**config.mk**
```make
export PLATFORM = sky130hd
export DESIGN_NAME = tlb_dup_scrubber
export DESIGN_NICKNAME = d
export VERILOG_FILES = /design/src/rtl/tlb_scrub_pkg.sv /design/src/rtl/tlb_scrub_waybuf.sv /design/src/rtl/tlb_scrub_cmp.sv /design/src/rtl/tlb_dup_scrubber.sv
export SDC_FILE = /design/constraint.sdc
export NUM_CORES = 1
export LEC_CHECK = 0
export BUFFER_PORTS_ARGS = -buffer_cell sky130_fd_sc_hd__buf_2
export CORE_MARGIN = 4
export CORE_UTILIZATION = 60
export DETAILED_ROUTE_END_ITERATION = 8
export GPL_TIMING_DRIVEN = 0
export PLACE_DENSITY = 0.86
export SKIP_LAST_GASP = 1
export SLEW_MARGIN = 20
export SYNTH_ARGS = -nofsm -noshare
export SYNTH_HDL_FRONTEND = slang
export SYNTH_SLANG_ARGS = --single-unit
```
**constraint.sdc**
```tcl
create_clock -name clk -period 4.9 [get_ports clk]
set_input_delay 0.245 -clock clk [delete_from_list [all_inputs] [get_ports clk]]
set_output_delay 0.245 -clock clk [all_outputs]
set_load 0.01 [all_outputs]
```
**src/rtl/tlb_scrub_pkg.sv**
```systemverilog
// Package: shared types for the duplicate-entry scrubber.
// Assumes: nothing beyond the standard language.
package tlb_scrub_pkg;

    typedef enum logic [2:0] {
        ST_IDLE,    // waiting for start
        ST_EN,      // request the translation enable bit
        ST_READ,    // issue one read per way
        ST_SETTLE,  // last read data lands in the buffer
        ST_CHECK,   // decide whether the set holds anything valid
        ST_CMP,     // one pair compare per cycle
        ST_DONE     // completion pulse
    } scrub_state_e;

endpackage

```
**src/rtl/tlb_scrub_waybuf.sv**
```systemverilog
// Module: local copy of the PD0 words of one set.
// Captures one word per cycle, zeroes a way on request, offers two words
// through read selectors, and reports whether any way has its present flag.
// Assumes: a capture and a clear never target the same cycle.
module tlb_scrub_waybuf #(
    parameter int WAYS        = 4,
    parameter int PD_W        = 32,
    parameter int PRESENT_BIT = 10,
    localparam int WW         = (WAYS > 1) ? $clog2(WAYS) : 1
) (
    input  logic            clk,
    input  logic            rst_n,
    input  logic            wr_en,
    input  logic [WW-1:0]   wr_way,
    input  logic [PD_W-1:0] wr_data,
    input  logic            clr_en,
    input  logic [WW-1:0]   clr_way,
    input  logic [WW-1:0]   sel_a,
    input  logic [WW-1:0]   sel_b,
    output logic [PD_W-1:0] word_a,
    output logic [PD_W-1:0] word_b,
    output logic            any_present
);

    logic [PD_W-1:0] word_q [WAYS];
    logic [WAYS-1:0] pres;

    // Store captured words and zero the copy of an erased way.
    always_ff @(posedge clk) begin
        for (int w = 0; w < WAYS; w++) begin
            if (!rst_n) begin
                word_q[w] <= '0;
            end else if (wr_en && (int'(wr_way) == w)) begin
                word_q[w] <= wr_data;
            end else if (clr_en && (int'(clr_way) == w)) begin
                word_q[w] <= '0;
            end
        end
    end

    // Gather the present flag of each way.
    for (genvar g = 0; g < WAYS; g++) begin : g_pres
        assign pres[g] = word_q[g][PRESENT_BIT];
    end

    assign any_present = |pres;
    assign word_a      = word_q[sel_a];
    assign word_b      = word_q[sel_b];

    // an erased way's local copy is empty in the next cycle.
    a_r5_copy_cleared: assert property (@(posedge clk) disable iff (!rst_n)
        (clr_en && !wr_en) |=> (word_q[$past(clr_way)] == '0));

endmodule

```
**src/rtl/tlb_scrub_cmp.sv**
```systemverilog
// Module: pair comparator on the page-number part of two PD0 words.
// A zero left word never matches.
// Assumes: PAGE_SHIFT < PD_W.
module tlb_scrub_cmp #(
    parameter int PD_W       = 32,
    parameter int PAGE_SHIFT = 13
) (
    input  logic [PD_W-1:0] left_pd0,
    input  logic [PD_W-1:0] right_pd0,
    output logic            hit
);

    logic [PD_W-1:0] page_mask;

    // Build the page mask: ones from PAGE_SHIFT upward.
    for (genvar b = 0; b < PD_W; b++) begin : g_mask
        assign page_mask[b] = (b >= PAGE_SHIFT);
    end

    // Decide whether the two words name the same page.
    always_comb begin
        hit = (left_pd0 != '0) && ((left_pd0 & page_mask) == (right_pd0 & page_mask));
    end

endmodule

```
**src/rtl/tlb_dup_scrubber.sv**
```systemverilog
// Module: top of the duplicate-entry scrubber.
// Walks all sets, reads each way through a one-cycle-latency read port,
// compares ways in pairs and erases the lower-numbered copy of each match.
// Assumes: 2 <= WAYS <= 4; the read port returns data one cycle after rd_req;
// the erase port acts on the edge at which er_req is high.
module tlb_dup_scrubber
    import tlb_scrub_pkg::*;
#(
    parameter int SETS        = 8,
    parameter int WAYS        = 4,
    parameter int PD_W        = 32,
    parameter int PAGE_SHIFT  = 13,
    parameter int PRESENT_BIT = 10,
    localparam int SW         = (SETS > 1) ? $clog2(SETS) : 1,
    localparam int WW         = $clog2(WAYS),
    localparam int IW         = $clog2(SETS * WAYS)
) (
    input  logic            clk,
    input  logic            rst_n,
    input  logic            start,
    input  logic            verbose,
    output logic            mmu_en_req,
    output logic            rd_req,
    output logic [IW-1:0]   rd_idx,
    input  logic [PD_W-1:0] rd_pd0,
    output logic            er_req,
    output logic [IW-1:0]   er_idx,
    output logic            dup_evt,
    output logic [SW-1:0]   dup_set,
    output logic [WW-1:0]   dup_way,
    output logic            done,
    output logic            busy
);

    scrub_state_e    state_q, state_d;
    logic [SW-1:0]   set_q, set_d;
    logic [WW-1:0]   rway_q, rway_d;
    logic [WW-1:0]   li_q, li_d;
    logic [WW-1:0]   rn_q, rn_d;
    logic            cap_vld_q;
    logic [WW-1:0]   cap_way_q;
    logic [PD_W-1:0] left_w, right_w;
    logic            any_present;
    logic            hit;
    logic            last_set;

    assign last_set = (set_q == SW'(SETS - 1));

    // Next-state logic for the set/way walk and the pair compare.
    always_comb begin
        state_d = state_q;
        set_d   = set_q;
        rway_d  = rway_q;
        li_d    = li_q;
        rn_d    = rn_q;
        case (state_q)
            ST_IDLE:   if (start) state_d = ST_EN;
            ST_EN: begin
                state_d = ST_READ;
                set_d   = '0;
                rway_d  = '0;
            end
            ST_READ: begin
                if (rway_q == WW'(WAYS - 1)) state_d = ST_SETTLE;
                else                         rway_d  = rway_q + 1'b1;
            end
            ST_SETTLE: state_d = ST_CHECK;
            ST_CHECK: begin
                if (any_present) begin
                    state_d = ST_CMP;
                    li_d    = '0;
                    rn_d    = WW'(1);
                end else if (last_set) begin
                    state_d = ST_DONE;
                end else begin
                    state_d = ST_READ;
                    set_d   = set_q + 1'b1;
                    rway_d  = '0;
                end
            end
            ST_CMP: begin
                if (hit || (rn_q == WW'(WAYS - 1))) begin
                    if (li_q == WW'(WAYS - 2)) begin
                        if (last_set) begin
                            state_d = ST_DONE;
                        end else begin
                            state_d = ST_READ;
                            set_d   = set_q + 1'b1;
                            rway_d  = '0;
                        end
                    end else begin
                        li_d = li_q + 1'b1;
                        rn_d = li_q + WW'(2);
                    end
                end else begin
                    rn_d = rn_q + 1'b1;
                end
            end
            ST_DONE:   state_d = ST_IDLE;
            default:   state_d = ST_IDLE;
        endcase
    end

    // State and counter registers.
    always_ff @(posedge clk) begin
        if (!rst_n) begin
            state_q <= ST_IDLE;
            set_q   <= '0;
            rway_q  <= '0;
            li_q    <= '0;
            rn_q    <= '0;
        end else begin
            state_q <= state_d;
            set_q   <= set_d;
            rway_q  <= rway_d;
            li_q    <= li_d;
            rn_q    <= rn_d;
        end
    end

    // Track which way the returning read data belongs to.
    always_ff @(posedge clk) begin
        if (!rst_n) begin
            cap_vld_q <= 1'b0;
            cap_way_q <= '0;
        end else begin
            cap_vld_q <= rd_req;
            cap_way_q <= rway_q;
        end
    end

    tlb_scrub_waybuf #(
        .WAYS        (WAYS),
        .PD_W        (PD_W),
        .PRESENT_BIT (PRESENT_BIT)
    ) u_waybuf (
        .clk         (clk),
        .rst_n       (rst_n),
        .wr_en       (cap_vld_q),
        .wr_way      (cap_way_q),
        .wr_data     (rd_pd0),
        .clr_en      (er_req),
        .clr_way     (li_q),
        .sel_a       (li_q),
        .sel_b       (rn_q),
        .word_a      (left_w),
        .word_b      (right_w),
        .any_present (any_present)
    );

    tlb_scrub_cmp #(
        .PD_W       (PD_W),
        .PAGE_SHIFT (PAGE_SHIFT)
    ) u_cmp (
        .left_pd0  (left_w),
        .right_pd0 (right_w),
        .hit       (hit)
    );

    // Port outputs decoded from the walk state.
    assign mmu_en_req = (state_q == ST_EN);
    assign rd_req     = (state_q == ST_READ);
    assign rd_idx     = IW'(set_q) * IW'(WAYS) + IW'(rway_q);
    assign er_req     = (state_q == ST_CMP) && hit;
    assign er_idx     = IW'(set_q) * IW'(WAYS) + IW'(li_q);
    assign dup_evt    = er_req && verbose;
    assign dup_set    = set_q;
    assign dup_way    = li_q;
    assign done       = (state_q == ST_DONE);
    assign busy       = (state_q != ST_IDLE);

    // the enable request is followed directly by the read of index 0.
    a_r6_enable_then_read: assert property (@(posedge clk) disable iff (!rst_n)
        mmu_en_req |=> (rd_req && (rd_idx == '0)));

    // every read index lies inside the TLB.
    a_r1_idx_in_range: assert property (@(posedge clk) disable iff (!rst_n)
        rd_req |-> (int'(rd_idx) < SETS * WAYS));

    // erases never overlap a read of the same set.
    a_r5_erase_not_reading: assert property (@(posedge clk) disable iff (!rst_n)
        er_req |-> !rd_req);

    // an event always accompanies an erase and needs verbose.
    a_r7_event_with_erase: assert property (@(posedge clk) disable iff (!rst_n)
        dup_evt |-> (er_req && verbose && (er_idx == IW'(dup_set) * IW'(WAYS) + IW'(dup_way))));

    // done is a single pulse and the block is idle right after it.
    a_r8_done_single: assert property (@(posedge clk) disable iff (!rst_n)
        done |=> (!done && !busy));

    // a running pass stays busy until its done pulse, whatever start does.
    a_r9_busy_holds: assert property (@(posedge clk) disable iff (!rst_n)
        (busy && !done) |=> busy);

endmodule

```
==> impl_metrics.ini <==
[worst_hold_path]
min_path_type = in2reg

[yosys]
synth_compound_area_share_pct = 3.724
synth_area_per_cell_um2 = 14.18
yosysMostFrequentCell = and2_1
yosys.area_share.adder_pct = 1.392
synth-main-ff-cell = edfxtp_1
synth_simple_gate_area_share_pct = 17.42
synthXorXnorAreaFrac_pct = 2.314
muxShareOfSynthArea_pct = 13.29
yosys.area.top_type = edfxtp_1
synth_area_leaders = edfxtp_1, and2_1, mux4_2
synth_top_area_share_pct = 53.45
ys_warn_count = 0
synth_edf_count = 128
synth_common_cells = and2_1, edfxtp_1, mux4_2
ys_types = 50
ys_seq_area_share_pct = 58.74
syn_nets = 551
synth.cell_area_um2 = 7191
syn_inst = 507
synth_top_family_by_area = simple AND/OR/NAND/NOR gates
synthArstFlopShare_pct = 0
synth-seq-cells = 147

[placement]
dp_cells = 720
gp_congestion = 0.8438
dpl.hpwl_um = 11290
portBuffers = 56

[critical_path]
crit_fanout = 10
crit_end = u_waybuf.word_q[3][14]
critPathSlowestCell = clkbuf_1
critPathCaptureType = register
rr_endpoint = u_waybuf.word_q[3][14]
regToRegSetupSlack_ns = 0.50
critPathKind = reg2reg
reg2reg_depth = 12
critPathArrivalTime_ns = 4.53
crit_required_ns = 5.03
path_cells = clkbuf_1, clkbuf_1, mux4_2, xnor2_1, nand4_1, nor2_1, nand3_1, nor2_1, nand2_1, o211ai_1, buf_4, buf_4
slowest_delay_ns = 0.59
cp-start-kind = register

[clock_tree]
cts_buffer_depth = 2
cts_resized = 0
clk_pin_slew_ns = 0.06
root_buffer = clkbuf_16
postCtsSetupRepairBufs = 0
cts_tree = built
cts_sinks = 147
clk_latency_ns = 0.43
cts_buffers = 17
cts-htree-levels = 4
ctsHoldBuffers = 0

[grt]
grt_pass1_vias = 4856
grt_pass1_wl_um = 26630
track_usage_pct = 25.28
grt_start_max_net_pins = 33
antenna_found_initial = 0
grt_remaining_overflow = 0

[drt]
wl_um = 16960
wl_met2_um = 8616
firstDrtPassIters = 5
wl_per_cell_um = 22.55
antenna_left = 0
drc = 0
vias = 4673
vias_per_cell = 6.214
wl_met3_um = 1549
first_iter_violations = 502
drt-met1-wl_um = 6306
top_layer_used = met4

[timing]
fin_crit_ns = 4.396
finalSetupViolations = 0
final_max_slew_viol_count = 0
period_share_pct = 89.72
hold_viol = 0
clock_skew_ns = 0.007681
worst_pin_slew_ns = 0.9330
rsz0062_at_grt = no
hold_ws_ns = 0.1325
max_freq_mhz = 227.5
relSlewSlack_pct = 37.53

[pwr]
pwr-share-clk_pct = 46.5
p_comb_share_pct = 6.2
p_sw_w = 0.0006470
peakVddDrop_uv = 353.9
power.density_nw_per_um2 = 361.4
p_int_w = 0.002390
swShare_pct = 21.31
p_leak_nw = 3.188
power_frac_seq_pct = 47.2

[finish]
num-nets-final = 640
final_layout_size_suffix_gt1_share_pct = 25.62
syn_to_final_growth_pct = 16.84
antenna_cells = 0
fin_cells = 752

[floorplanning]
num_rows = 39
die_y_um = 117.5
fp.dieW_um = 117.5
die_area_um2 = 13800
initial_core_util_pct = 62.18
coreArea_um2 = 11560
io_pins = 57

[run_status]
outcome = finished clean

[flow_run]
max-cap-violations = 0
-- worst min path at each step --
stage                from                      to  slack [ns]  cells past startpoint
2_1_floorplan       rst_n            cap_way_q[1]        0.39                      1
3_3_place_gp    rway_q[1]            cap_way_q[1]        0.49                      1
3_5_place_dp    rway_q[1]            cap_way_q[1]        0.51                      1
4_1_cts        rd_pd0[13]  u_waybuf.word_q[1][13]        0.12                      2
5_1_grt         rd_pd0[4]   u_waybuf.word_q[1][4]        0.13                      2
6_report       rd_pd0[16]  u_waybuf.word_q[3][16]        0.13                      2
-- cell families after synthesis --
family	after synthesis
DFF	147
and+or+nand+nor	213
xor gates and xnor gates	19
muxes	43
adders and majority gates	8
buffers and inverters	40
AOI/OAI and AO/OA	37
-- critical path, delay by kind of cell, from the launching register on --
kind            cells  cell delay, ns
mux                 1            0.41
buf+inv             4            1.68
flops               1            0.30
simple gates        5            1.01
xor+xnor            1            0.24
compound gates      1            0.45
-- flip-flops by register name, indices dropped and copies added (netlist names), named ones only --
register	flops
cap_vld_q	1
state_q	3
u_waybuf.word_q	128
rn_q	2
dup_way	2
dup_set	3
cap_way_q	2
rway_q	2
-- area by class of cell --
class | instances | area, µm²
Sequential cell | 147 | 4224
Fill cell | 697 | 3163
Multi-Input combinational cell | 320 | 2744
Clock buffer | 17 | 425.4
Timing Repair Buffer | 70 | 392.9
Clock inverter | 15 | 212.7
Buffer | 33 | 197.7
Tap cell | 143 | 178.9
Inverter | 7 | 26.28
-- metrics by stage --
stage               power [W]  area, µm²  setup TNS [ns]  util [%]  worst slack [ns]
floorplan            0.001563       7191               0         -             1.129
global placement     0.001623       7650          -3.319     66.15          -0.04057
detailed placement   0.001642       7764               0     67.13            0.6624
CTS                  0.003030       8402               0     72.65            0.5404
global route         0.003114       8402               0     72.65            0.2854
finish               0.003037       8402               0     72.65            0.5036
-- metal layers --
layer | up-vias | track usage, %
met1 | 2267 | 31.66
met4 | 0 | 9.817
met2 | 280 | 42.56
met3 | 50 | 6.535
met5 | - | 0
li1 | 2076 | -
-- power by group through the flow --
stage               clock network (W)  registers [W]  logic (W)
floorplan                           0        0.00145   0.000113
global placement                    0        0.00146   0.000168
detailed placement                  0        0.00146   0.000185
CTS                           0.00141        0.00143   0.000188
global route                  0.00147        0.00144   0.000205
finish                        0.00141        0.00143   0.000190
-- layout by cell type (no fill, tap or decap), types with 5 or more instances in the layout --
master,Yosys,routed
and2_1,133,133
edfxtp_1,128,128
buf_2,4,60
mux4_2,29,29
buf_4,10,22
xnor2_1,19,19
dfxtp_1,19,19
nor2_1,18,18
clkbuf_16,0,17
clkbuf_1,15,15
nand2_1,15,15
nand4_1,12,12
mux4_1,10,10
nor4_1,10,10
o21ai_0,8,8
ha_1,8,8
inv_1,7,7
nor3_1,7,7
a21oi_1,7,7
clkinv_2,0,6
bufinv_16,0,5
Power figures use the tool's default switching activity.
